## src/rtl/seg_guard_pkg.sv

```systemverilog
// Shared types for the segment access checker.
// Assumes: access kind and cause encodings are fixed by the block's requirements.
package seg_guard_pkg;

    typedef enum logic [1:0] {
        ACC_READ  = 2'd0,
        ACC_WRITE = 2'd1,
        ACC_FETCH = 2'd2,
        ACC_RSVD  = 2'd3
    } acc_kind_e;

    // Lower code wins when several causes apply.
    typedef enum logic [2:0] {
        CAUSE_NONE   = 3'd0,
        CAUSE_ABSENT = 3'd1,
        CAUSE_BOUND  = 3'd2,
        CAUSE_RIGHTS = 3'd3,
        CAUSE_SYSTEM = 3'd4
    } fault_cause_e;

endpackage

```

## src/rtl/seg_bound_check.sv

```systemverilog
// Bound check for one access: scales the raw bound by granularity and
// compares the access span against it.
// Handles both segment directions. A downward segment also gets an upper
// ceiling chosen by the size flag.
// Assumes: LIMIT_W + PAGE_SHIFT <= ADDR_W and SMALL_W <= ADDR_W.
module seg_bound_check #(
    parameter int ADDR_W     = 32,
    parameter int LIMIT_W    = 20,
    parameter int PAGE_SHIFT = 12,
    parameter int SMALL_W    = 16,
    parameter int LEN_W      = 2
) (
    input  logic              clk,
    input  logic              rst_n,
    input  logic              chk_en,
    input  logic [LIMIT_W-1:0] limit,
    input  logic              gran,
    input  logic              big,
    input  logic              expand_down,
    input  logic [ADDR_W-1:0] offset,
    input  logic [LEN_W-1:0]  len_m1,
    output logic [ADDR_W-1:0] eff_bound,
    output logic              bound_fault
);
    localparam int EXT_W    = ADDR_W + 1;
    localparam int SCALED_W = LIMIT_W + PAGE_SHIFT;

    logic [EXT_W-1:0] span_end;
    logic [EXT_W-1:0] ceiling;
    logic [EXT_W-1:0] bound_ext;

    // Effective byte bound from the raw bound and the granularity flag.
    always_comb begin
        if (gran) eff_bound = ADDR_W'({limit, {PAGE_SHIFT{1'b1}}});
        else      eff_bound = ADDR_W'(limit);
    end

    // Last byte touched, one bit wider so a carry past the top is kept.
    always_comb begin
        span_end  = {1'b0, offset} + EXT_W'(len_m1);
        bound_ext = {1'b0, eff_bound};
        ceiling   = big ? {1'b0, {ADDR_W{1'b1}}} : EXT_W'({SMALL_W{1'b1}});
    end

    // Fault decision for the two segment directions.
    always_comb begin
        if (expand_down) bound_fault = (offset <= eff_bound) || (span_end > ceiling);
        else             bound_fault = (span_end > bound_ext);
    end

    // Page granularity always fills the low page bits.
    assert_page_fill_R1: assert property (@(posedge clk) disable iff (!rst_n)
        (chk_en && gran) |-> (eff_bound[PAGE_SHIFT-1:0] == {PAGE_SHIFT{1'b1}}));

    // A passing downward access starts strictly above the bound.
    assert_down_above_R6: assert property (@(posedge clk) disable iff (!rst_n)
        (chk_en && expand_down && !bound_fault) |-> (offset > eff_bound));

    // A passing upward access starts at or below the bound.
    assert_up_within_R5: assert property (@(posedge clk) disable iff (!rst_n)
        (chk_en && !expand_down && !bound_fault) |-> (offset <= eff_bound));

    // Keep the scaled width visible for elaboration checks of the parameters.
    initial begin
        if (SCALED_W > ADDR_W) $display("seg_bound_check: scaled bound wider than address");
    end
endmodule

```

## src/rtl/seg_rights_check.sv

```systemverilog
// Rights check for one access: code vs data segment rules for read,
// write and fetch. The reserved kind always fails.
// Assumes: kind encoding from seg_guard_pkg.
module seg_rights_check
    import seg_guard_pkg::*;
(
    input  logic      clk,
    input  logic      rst_n,
    input  logic      chk_en,
    input  acc_kind_e kind,
    input  logic      exec,
    input  logic      rw,
    output logic      rights_fault
);
    // Per-kind permission decision.
    always_comb begin
        unique case (kind)
            ACC_READ:  rights_fault = exec & ~rw;
            ACC_WRITE: rights_fault = exec | ~rw;
            ACC_FETCH: rights_fault = ~exec;
            default:   rights_fault = 1'b1;
        endcase
    end

    // Code segments never take a write.
    assert_code_nowrite_R3: assert property (@(posedge clk) disable iff (!rst_n)
        (chk_en && exec && kind == ACC_WRITE) |-> rights_fault);

    // Data segments always allow a read.
    assert_data_read_R4: assert property (@(posedge clk) disable iff (!rst_n)
        (chk_en && !exec && kind == ACC_READ) |-> !rights_fault);

    // Reserved kind never passes.
    assert_rsvd_kind_R11: assert property (@(posedge clk) disable iff (!rst_n)
        (chk_en && kind == ACC_RSVD) |-> rights_fault);
endmodule

```

## src/rtl/seg_result_stage.sv

```systemverilog
// Single registered result stage with valid/ready handshake.
// Takes a new result when empty or when the held one is consumed.
// Assumes: the cause code is final at the input; linear is already zeroed on fault.
module seg_result_stage
    import seg_guard_pkg::*;
#(
    parameter int ADDR_W = 32
) (
    input  logic              clk,
    input  logic              rst_n,
    input  logic              in_valid,
    output logic              in_ready,
    input  logic [ADDR_W-1:0] d_linear,
    input  fault_cause_e      d_cause,
    output logic              out_valid,
    input  logic              out_ready,
    output logic [ADDR_W-1:0] out_linear,
    output logic              out_fault,
    output fault_cause_e      out_cause
);
    logic take;

    // The stage can accept when empty or being drained this cycle.
    always_comb begin
        in_ready = !out_valid || out_ready;
        take     = in_valid && in_ready;
    end

    // Result register: load on take, drain on consume, hold otherwise.
    always_ff @(posedge clk) begin
        if (!rst_n) begin
            out_valid  <= 1'b0;
            out_linear <= '0;
            out_fault  <= 1'b0;
            out_cause  <= CAUSE_NONE;
        end else if (take) begin
            out_valid  <= 1'b1;
            out_linear <= d_linear;
            out_fault  <= (d_cause != CAUSE_NONE);
            out_cause  <= d_cause;
        end else if (out_ready) begin
            out_valid  <= 1'b0;
        end
    end

    // A stalled result must not move.
    assert_hold_R10: assert property (@(posedge clk) disable iff (!rst_n)
        (out_valid && !out_ready) |=> (out_valid && $stable(out_linear) && $stable(out_cause)));

    // Faulting results never expose an address.
    assert_fault_zero_R9: assert property (@(posedge clk) disable iff (!rst_n)
        out_fault |-> (out_linear == '0));
endmodule

```

## src/rtl/seg_guard.sv

```systemverilog
// Segment access protection checker (top).
// Combines the bound and rights checks with the present and memory-type
// flags. It picks one cause by fixed priority, forms base + offset, and
// registers the result.
// Assumes: the descriptor fields are stable while in_valid is high.
module seg_guard
    import seg_guard_pkg::*;
#(
    parameter int ADDR_W     = 32,
    parameter int LIMIT_W    = 20,
    parameter int PAGE_SHIFT = 12,
    parameter int SMALL_W    = 16,
    parameter int LEN_W      = 2
) (
    input  logic               clk,
    input  logic               rst_n,
    input  logic               in_valid,
    output logic               in_ready,
    input  logic [ADDR_W-1:0]  in_base,
    input  logic [LIMIT_W-1:0] in_limit,
    input  logic               in_present,
    input  logic               in_is_mem,
    input  logic               in_exec,
    input  logic               in_dir,
    input  logic               in_rw,
    input  logic               in_gran,
    input  logic               in_big,
    input  logic [ADDR_W-1:0]  in_offset,
    input  logic [LEN_W-1:0]   in_len_m1,
    input  logic [1:0]         in_kind,
    output logic               out_valid,
    input  logic               out_ready,
    output logic [ADDR_W-1:0]  out_linear,
    output logic               out_fault,
    output logic [2:0]         out_cause
);
    logic              expand_down;
    logic [ADDR_W-1:0] eff_bound;
    logic              bound_fault;
    logic              rights_fault;
    fault_cause_e      cause_d;
    fault_cause_e      cause_q;
    logic [ADDR_W-1:0] linear_d;
    logic              take;

    // Only data segments grow downward; on code the flag means conforming.
    always_comb expand_down = in_dir & ~in_exec;

    seg_bound_check #(
        .ADDR_W(ADDR_W), .LIMIT_W(LIMIT_W), .PAGE_SHIFT(PAGE_SHIFT),
        .SMALL_W(SMALL_W), .LEN_W(LEN_W)
    ) i_bound (
        .clk(clk), .rst_n(rst_n), .chk_en(in_valid),
        .limit(in_limit), .gran(in_gran), .big(in_big),
        .expand_down(expand_down), .offset(in_offset), .len_m1(in_len_m1),
        .eff_bound(eff_bound), .bound_fault(bound_fault)
    );

    seg_rights_check i_rights (
        .clk(clk), .rst_n(rst_n), .chk_en(in_valid),
        .kind(acc_kind_e'(in_kind)), .exec(in_exec), .rw(in_rw),
        .rights_fault(rights_fault)
    );

    // Fixed-priority cause selection and address forming.
    always_comb begin
        if (!in_present)       cause_d = CAUSE_ABSENT;
        else if (bound_fault)  cause_d = CAUSE_BOUND;
        else if (rights_fault) cause_d = CAUSE_RIGHTS;
        else if (!in_is_mem)   cause_d = CAUSE_SYSTEM;
        else                   cause_d = CAUSE_NONE;
        linear_d = (cause_d == CAUSE_NONE) ? (in_base + in_offset) : '0;
    end

    seg_result_stage #(.ADDR_W(ADDR_W)) i_stage (
        .clk(clk), .rst_n(rst_n),
        .in_valid(in_valid), .in_ready(in_ready),
        .d_linear(linear_d), .d_cause(cause_d),
        .out_valid(out_valid), .out_ready(out_ready),
        .out_linear(out_linear), .out_fault(out_fault), .out_cause(cause_q)
    );

    always_comb out_cause = cause_q;
    always_comb take = in_valid && in_ready;

    // An absent segment is reported as absent, whatever else is wrong.
    assert_absent_first_R2: assert property (@(posedge clk) disable iff (!rst_n)
        (take && !in_present) |=> (out_cause == 3'd1));

    // A system segment passing bound and rights checks reports the system cause.
    assert_system_last_R7: assert property (@(posedge clk) disable iff (!rst_n)
        (take && in_present && !in_is_mem && !bound_fault && !rights_fault) |=> (out_cause == 3'd4));

    // A bound failure on a present segment outranks rights and type.
    assert_bound_over_rights_R8: assert property (@(posedge clk) disable iff (!rst_n)
        (take && in_present && bound_fault) |=> (out_cause == 3'd2));

    // Each taken request yields a valid result next cycle.
    assert_one_cycle_R10: assert property (@(posedge clk) disable iff (!rst_n)
        take |=> out_valid);
endmodule

```

## config.mk

```make
export PLATFORM = sky130hd
export DESIGN_NAME = seg_guard
export DESIGN_NICKNAME = d
export VERILOG_FILES = /design/src/rtl/seg_guard_pkg.sv /design/src/rtl/seg_bound_check.sv /design/src/rtl/seg_rights_check.sv /design/src/rtl/seg_result_stage.sv /design/src/rtl/seg_guard.sv
export SDC_FILE = /design/constraint.sdc
export NUM_CORES = 1
export LEC_CHECK = 0
export ABC_AREA = 1
export BUFFER_PORTS_ARGS = -buffer_cell sky130_fd_sc_hd__buf_2
export CAP_MARGIN = 30
export CORE_ASPECT_RATIO = 0.5
export CORE_MARGIN = 4
export CORE_UTILIZATION = 57
export CTS_BUF_LIST = sky130_fd_sc_hd__clkbuf_16
export DETAILED_ROUTE_END_ITERATION = 8
export PLACE_DENSITY_LB_ADDON = 0.08
export RECOVER_POWER = 50
export SYNTH_ARGS = -nofsm -noshare
export SYNTH_HDL_FRONTEND = slang
export SYNTH_SLANG_ARGS = --single-unit
```

## constraint.sdc

```tcl
create_clock -name clk -period 4 [get_ports clk]
set_input_delay 0.4 -clock clk [delete_from_list [all_inputs] [get_ports clk]]
set_output_delay 0.4 -clock clk [all_outputs]
set_load 0.03 [all_outputs]
```

==> out/qor.yml <==
sta:
  min_period_over_period_pct: 98.80
  fin_skew_ns: 0.004934
  max_freq_mhz: 253.0
  max_slew_margin_pct: 37.32
  slew_violations: 0
  rsz0062_at_grt: "true"
  setup_viol: 0
  hold_viol: 0
  setup_tns_ns: 0
  worst_pin_slew_ns: 0.9391
  period_minus_slack_ns: 3.952
routing:
  dr.pass1.iters: 5
  ant_nets: 0
  via_per_inst: 5.705
  routed-via-count: 7011
  drc: 0
  drt-wirelength-per-cell_um: 16.73
  drt_iter0_drc: 636
  wirelength_um: 20560
synthesis:
  yosysSeqAreaShare_pct: 11.74
  synth.most_common_cell: "nand2_1"
  synth_commonest_cells: "nand2_1 (203), ha_1 (113), inv_1 (96)"
  synth_top_cell_area_share_pct: 22.42
  synth_cells: 918
  syn_area_sq_um: 6307
  async_flop_share_pct: 0
  syn-num-nets: 1132
  synth-seq-cells: 37
  synth_cell_types: 49
  yosysWarnings: 0
  syn_avg_cell_area_sq_um: 6.871
  synth_top_flop_cell: "dfxtp_1"
  synthTopCellsByArea: "ha_1 (22%), nand2_1 (12%), dfxtp_1 (12%), a21oi_1 (6.4%), inv_1 (5.7%)"
  synth_edf_count: 0
  synth_top_area_cell: "ha_1"
worst_setup_path:
  critPathRequiredTime_ns: 4.21
  path_delay_family: "simple AND/OR/NAND/NOR gates"
  cp_max_fo: 7
  startpoint: "in_offset[1]"
  max_stage_delay_ns: 0.32
  cp-start-kind: "primary input"
  cp-end-kind: "flip-flop"
  crit_arrival_ns: 4.17
  cp_slowest_cell: "ha_1"
  crit-reg2reg-launch: "i_stage.out_valid"
  path_buf_inv: 4
  path_class: "in -> reg"
finish:
  antennaDiodeCount: 0
  layout.cells.non_filler: 1229
  fin_area_sq_um: 7747
  regArea_sq_um: 740.7
  syn2layout_area_growth_pct: 22.83
  drive_above_1_share_pct: 24.15
  multi_input_area_sq_um: 5275
  n_fill_cell: 945
  fin_nets: 1302
clock_network:
  htreeDepth: 2
  clk_pin_slew_ns: 0.06
  cts_buffer_depth: 2
  ctsHoldBuffers: 0
  cts-buffers-inserted: 5
  cts-root-buf: "clkbuf_16"
  clock_latency_ns: 0.28
  cts_tree: "done"
  cts_num_sinks: 37
hold_path:
  hp-class: "in -> reg"
  worstHoldStart: "out_ready"
place:
  placedCellCount: 1207
  dp_hpwl_um: 16720
  portBuffers: 136
  place_congestion: 0.9582
  dpl_cell_area_sq_um: 7281
run_status:
  status: "complete, no violations"
run:
  drv_cap: 0
power_and_ir_drop:
  vdd_drop_max_uv: 198.9
  p_leak_nw: 3.732
  powerDensity_nw_per_um2: 203.6
floorplan:
  die_y_um: 82.38
  core-area_sq_um: 10510
  start_util_pct: 60.03
  io_pins: 137
  die_area_sq_um: 12910
  rows: 26
  fp.dieW_um: 156.8
grt:
  grt_pass1_wl_um: 30840
  grt_pass1_vias: 6269
  antenna_found_initial: 0
  grt_max_degree: 35
  gr-total-overflow: 0
  grt_util_all_layers_pct: 29.75
[worst reg2reg max path, cell delays in order (launching register included)]
cell     delay [ns]
dfxtp_1        0.31
nand2_1        0.10
nand2_1        0.06
buf_4          0.23
inv_1          0.73
buf_4          0.43
nand3_2        0.14
a21oi_2        0.15
[sequential cells by signal, summed over array words and instances, names as in the netlist]
register,count
i_stage.out_cause,3
i_stage.out_fault,1
i_stage.out_valid,1
i_stage.out_linear,32
[final timing paths]
check | slack, ns | cells after the start | end
worst max-delay path | 0.05 | 27 | i_stage.out_linear[26]
worst min-delay path | 0.42 | 4 | i_stage.out_valid
worst max register to register | 1.79 | 7 | i_stage.out_linear[6]
worst min register to register | 0.48 | 2 | i_stage.out_linear[14]
[cell usage in the layout (no fill, tap or decap), types with 3 or more instances in the layout]
cell type / netlist / layout
a21oi_1: 81 / 79
a21oi_2: 29 / 31
a31oi_1: 4 / 4
buf_2: 1 / 99
buf_4: 1 / 39
buf_6: 2 / 4
clkbuf_1: 9 / 34
clkbuf_16: 0 / 7
dfxtp_1: 37 / 37
ha_1: 113 / 107
ha_4: 0 / 6
inv_1: 96 / 93
inv_2: 2 / 5
mux2i_1: 9 / 9
nand2_1: 203 / 200
nand2_2: 3 / 5
nand2_4: 3 / 4
nand3_1: 32 / 28
nand3_2: 31 / 33
nand3_4: 1 / 3
nand3b_1: 4 / 4
nand4_1: 32 / 32
nor2_1: 78 / 73
nor2_2: 1 / 6
nor2_4: 3 / 3
nor3_1: 15 / 11
nor3_2: 1 / 4
nor4_1: 4 / 3
o211ai_1: 4 / 4
o21a_1: 4 / 4
o21ai_0: 38 / 37
o21ai_1: 2 / 3
or2_2: 3 / 3
xnor2_1: 15 / 14
xor2_1: 33 / 31
[cell families (layout without fill, tap and decap cells)]
family                     Yosys count  in the layout  share of synthesized area [%]
and+or+nand+nor                    419            419                          32.51
AOI/OAI and AO/OA                  175            175                          16.66
muxes                                9              9                          1.428
buffers and inverters              115            286                          7.935
DFF                                 37             37                          11.74
xor gates and xnor gates            48             48                          6.665
adders and majority gates          115            115                          23.05
[through the flow]
stage | util [%] | hold slack [ns] | worst slack, ns | total power [W]
floorplan | - | 0.5384 | 0.3776 | 0.0009043
global placement | 69.29 | 0.4538 | -0.1854 | 0.001138
detailed placement | 69.29 | 0.4607 | -0.3257 | 0.001152
CTS | 70.65 | 0.4278 | 0.03645 | 0.001519
global route | 73.73 | 0.4492 | -0.1515 | 0.001682
finish | 73.73 | 0.4205 | 0.04798 | 0.001578
[where the power goes]
part | switching, W | leakage, nW | internal, W | total (W)
Combinational | 0.000520 | 3.36 | 0.000302 | 0.000822
Clock | 0.000149 | 0.0687 | 0.000225 | 0.000374
Sequential | 0.00000494 | 0.300 | 0.000377 | 0.000382
[layout make-up]
class,count,share of cell area [%]
Timing Repair Buffer,180,13.57
Multi-Input combinational cell,766,68.09
Tap cell,140,2.261
Clock inverter,3,0.1615
Clock buffer,5,1.615
Sequential cell,37,9.561
Inverter,98,4.748
[per-layer routing]
metal | track usage, % | wire length, um | part of all wire (%) | vias up
met3 | 3.227 | 1923 | 9.4 | 28
met4 | 4.329 | 280 | 1.4 | 0
met5 | 0 | 0 | 0 | -
li1 | - | - | - | 3498
met1 | 44.01 | 9548 | 46 | 3203
met2 | 47.69 | 8810 | 43 | 282
[repair_timing]
action,4_1_cts,5_1_grt
pin swaps,0,29
cloned,0,2
endpoints found under the setup margin,22,33
hold endpoints to repair,0,0
setup buffers,0,12
gates resized for setup,1,43
(Power assumes the default switching activity.)
